File: src/rtl/flash_status_unit.sv
module flash_status_unit #(
  parameter int          STAT_W = 8,
  parameter int          DATA_W = 16,
  parameter logic [7:0]  STICKY = 8'h30
) (
  input  logic              clk,
  input  logic              rst_n,
  input  logic              cmd_rd_status,
  input  logic              cmd_clr_status,
  input  logic              cmd_rd_array,
  input  logic              cmd_other,
  input  logic [STAT_W-1:0] sm_set,
  input  logic [STAT_W-1:0] sm_clr,
  input  logic              ce_n,
  input  logic              oe_n,
  input  logic              word_mode,
  input  logic [DATA_W-1:0] array_data,
  output logic [DATA_W-1:0] rd_data,
  output logic              hi_oe,
  output logic [3:0]        cmd_accept
);
  localparam int PAD_W = DATA_W - STAT_W;

  logic [STAT_W-1:0] stat_q, snap_q, stat_d;
  logic              stat_mode, act_q;

  wire rd_act = ~ce_n & ~oe_n;
  wire err    = |(stat_q & STICKY);

  always_comb begin
    stat_d = stat_q & ~(sm_clr & ~STICKY);
    if (cmd_clr_status) stat_d = stat_d & ~STICKY;
    stat_d = stat_d | sm_set;
  end

  always_ff @(posedge clk) begin
    if (!rst_n) begin
      stat_q    <= '0;
      snap_q    <= '0;
      stat_mode <= 1'b0;
      act_q     <= 1'b0;
    end else begin
      stat_q <= stat_d;
      act_q  <= rd_act;
      if (rd_act && !act_q) snap_q <= stat_q;
      if (cmd_rd_status)     stat_mode <= 1'b1;
      else if (cmd_rd_array) stat_mode <= 1'b0;
    end
  end

  assign rd_data    = stat_mode ? {{PAD_W{1'b0}}, snap_q} : array_data;
  assign hi_oe      = word_mode;
  assign cmd_accept = {~err, 3'b111};

  assert_one_cmd_R2: assert property (@(posedge clk) disable iff (!rst_n)
    $onehot0({cmd_rd_status, cmd_clr_status, cmd_rd_array, cmd_other}));

  assert_mode_hold_R2: assert property (@(posedge clk) disable iff (!rst_n)
    (cmd_other || cmd_clr_status) |=> $stable(stat_mode));

  assert_sticky_R4: assert property (@(posedge clk) disable iff (!rst_n)
    !cmd_clr_status |=> ((stat_q & STICKY & $past(stat_q)) == ($past(stat_q) & STICKY)));

  assert_freeze_R7: assert property (@(posedge clk) disable iff (!rst_n)
    (rd_act && act_q) |=> $stable(snap_q));

  assert_unlock_R9: assert property (@(posedge clk) disable iff (!rst_n)
    (cmd_clr_status && ((sm_set & STICKY) == '0)) |=> !err);
endmodule

File: config.mk
export PLATFORM = sky130hd
export DESIGN_NAME = flash_status_unit
export DESIGN_NICKNAME = d
export VERILOG_FILES = /design/src/rtl/flash_status_unit.sv
export SDC_FILE = /design/constraint.sdc
export NUM_CORES = 1
export LEC_CHECK = 0
export ABC_AREA = 1
export BUFFER_PORTS_ARGS = -buffer_cell sky130_fd_sc_hd__buf_2
export CORE_MARGIN = 2
export CORE_UTILIZATION = 35
export CTS_CLUSTER_DIAMETER = 150
export CTS_CLUSTER_SIZE = 28
export DETAILED_ROUTE_END_ITERATION = 12
export HOLD_SLACK_MARGIN = 0.12
export PLACE_DENSITY_LB_ADDON = 0.05
export SKIP_CTS_REPAIR_TIMING = 1
export SLEW_MARGIN = 20
export SYNTH_ARGS = -nofsm -noshare
export SYNTH_HDL_FRONTEND = slang
export SYNTH_SLANG_ARGS = --single-unit
File: constraint.sdc
create_clock -name clk -period 1.7 [get_ports clk]
set_clock_uncertainty 0.1 [all_clocks]
set_input_delay 0.34 -clock clk [delete_from_list [all_inputs] [get_ports clk]]
set_output_delay 0.34 -clock clk [all_outputs]
set_load 0.05 [all_outputs]
==> reports/metrics.cfg <==
[outcome]
status=finished clean

[routing]
dr.pass1.iters=4
drc=0
wirelength_mm=1.91
initialDrtViolationCount=6
wl_met2_microns=781
top_layer=met4
m1WireLength_microns=888
wl_per_cell_microns=8.73
wl_met3_microns=222
ant_nets=0
avgViaCountPerCell=4.18
vias=916

[sta]
fin_hold_ws_ns=0.158
rsz0062_at_grt=no
final_max_slew_viol_count=0
setup_viol=0
fmax_mhz=613
fin_crit_ns=1.63
finalCritPeriodShare=0.959
hold_viol=0

[pwr]
leakagePower_nw=0.672
power_frac_comb=0.317
vdd_drop_max_v=0.000495
p_per_area_nw_per_um2=811
p_clk_frac=0.205
switching_share=0.350
switching_power_uw=337
p_int_uw=626
p_seq_frac=0.479

[synth]
ys_seq_elements=18
synth_warnings=0
synth_area_sq_um=891
synth.yosys.seq_area_share=0.404
synth.distinct_cells=14
avgSynthCellArea_sq_um=6.41
syn_inst=139

[clock_tree]
htreeDepth=1
root_buffer=clkbuf_4
clk_pin_slew_ns=0.09
cts_tree=built
clockBufferDepth=2
cts_inserted_buffers=3
numClockSinks=18
clock_latency_ns=0.28

[global_routing]
grt-ovfl-total=0
grt_pass1_wl_mm=2.58
track_usage=0.121
grt_start_max_net_pins=26
grt_pass1_vias=667
antenna_found_initial=0

[cells_and_area]
nNetsFinal=232
final_cell_mix=buf_2 (45), nor2_1 (38), inv_1 (27)
seqCellArea_sq_um=360
fin_cells=219
n_fill_cell=275
synthToLayoutAreaGrowth_pct=33.3
final_common_cell=buf_2
multi_input_area_sq_um=365
drive_gt1_frac=0.312
antenna_cells=0

[critical_path]
crit_required_ns=1.26
startpoint_type=register
worstSetupPathType=reg2out
end_kind=primary output
arrival_ns=1.19
cp_max_fo=25

[placement]
dp_hpwl_mm=1.47
numPortBuffers=53
place_inst=216
gp_congestion=0.642

[run]
maxCapViolCount=0

[floorplanning]
io_pins=62
core_sq_um=2450
rows=18
start_util=0.363
die_x_microns=54.5
die_height_microns=54.5
die_area_sq_um=2960

[min_path]
hp-class=in2reg

[Yosys cell counts]
master	number	area (sq um)
nand3_1	8	40.0
o21ai_0	8	40.0
inv_2	1	3.75
dfxtp_1	18	360
conb_1	1	3.75
nor2_4	1	11.3
buf_6	2	22.5
buf_2	3	15.0
inv_1	27	101
a21oi_1	11	55.1
buf_4	4	30.0
nand2_1	16	60.1
nor2_1	38	143
nor3_1	1	5.00
[registers in the layout (all words and copies together), names as in the netlist]
name,cells
stat_q,8
act_q,1
snap_q,8
stat_mode,1
[layout make-up]
| type | count | share of cell area |
|---|---|---|
| Clock buffer | 3 | 0.0190 |
| Inverter | 28 | 0.0885 |
| Timing Repair Buffer | 54 | 0.250 |
| Tap cell | 30 | 0.0316 |
| Sequential cell | 18 | 0.303 |
| Multi-Input combinational cell | 86 | 0.308 |
[critical path: stages (launching register included)]
cell and delay (ns):
dfxtp_1 0.33, buf_6 0.18, nand2_1 0.08, o21ai_0 0.07, clkbuf_4 0.25
[logic make-up after synthesis]
logic type / after synthesis / synth area share
buffers and inverters: 37 / 0.194
and+or+nand+nor: 64 / 0.291
other: 1 / 0.00421
DFF: 18 / 0.404
AOI/OAI and AO/OA: 19 / 0.107
[per-layer routing]
metal	track usage	vias to the layer above
met2	0.207	49
met4	0.0750	0
met3	0.0164	2
met5	0	-
met1	0.143	358
li1	-	507
[stage by stage]
stage	instance area, sq um	total power, mW	setup TNS (ns)	setup slack, ns	util
global placement	1140	0.764	0	0.323	0.465
CTS	1160	0.966	-0.0551	-0.0215	0.474
global route	1190	1.02	0	0.000453	0.484
detailed placement	1140	0.767	0	0.300	0.465
floorplan	898	0.698	-2.09	-0.338	-
finish	1190	0.963	0	0.0689	0.484
[power groups by stage]
| stage | clock, mW | combinational [mW] | sequential [mW] |
|---|---|---|---|
| after floorplan | 0 | 0.230 | 0.468 |
| after global placement | 0 | 0.294 | 0.470 |
| after detailed placement | 0 | 0.297 | 0.470 |
| after CTS | 0.208 | 0.297 | 0.461 |
| after global routing | 0.219 | 0.336 | 0.464 |
| final | 0.197 | 0.305 | 0.461 |
[final timing paths]
| kind | startpoint | endpoint | slack (ns) | depth (start not counted) |
|---|---|---|---|---|
| hold reg to reg | snap_q[5]$_SDFFE_PN0P_ | snap_q[5]$_SDFFE_PN0P_ | 0.39 | 2 |
| hold / removal | cmd_rd_status | stat_mode$_SDFFE_PN0P_ | 0.16 | 3 |
| setup / recovery | stat_mode$_SDFFE_PN0P_ | rd_data[2] | 0.07 | 4 |
| setup reg to reg | act_q$_SDFF_PN0_ | snap_q[0]$_SDFFE_PN0P_ | 0.61 | 4 |
Power figures use the tool's default switching activity.
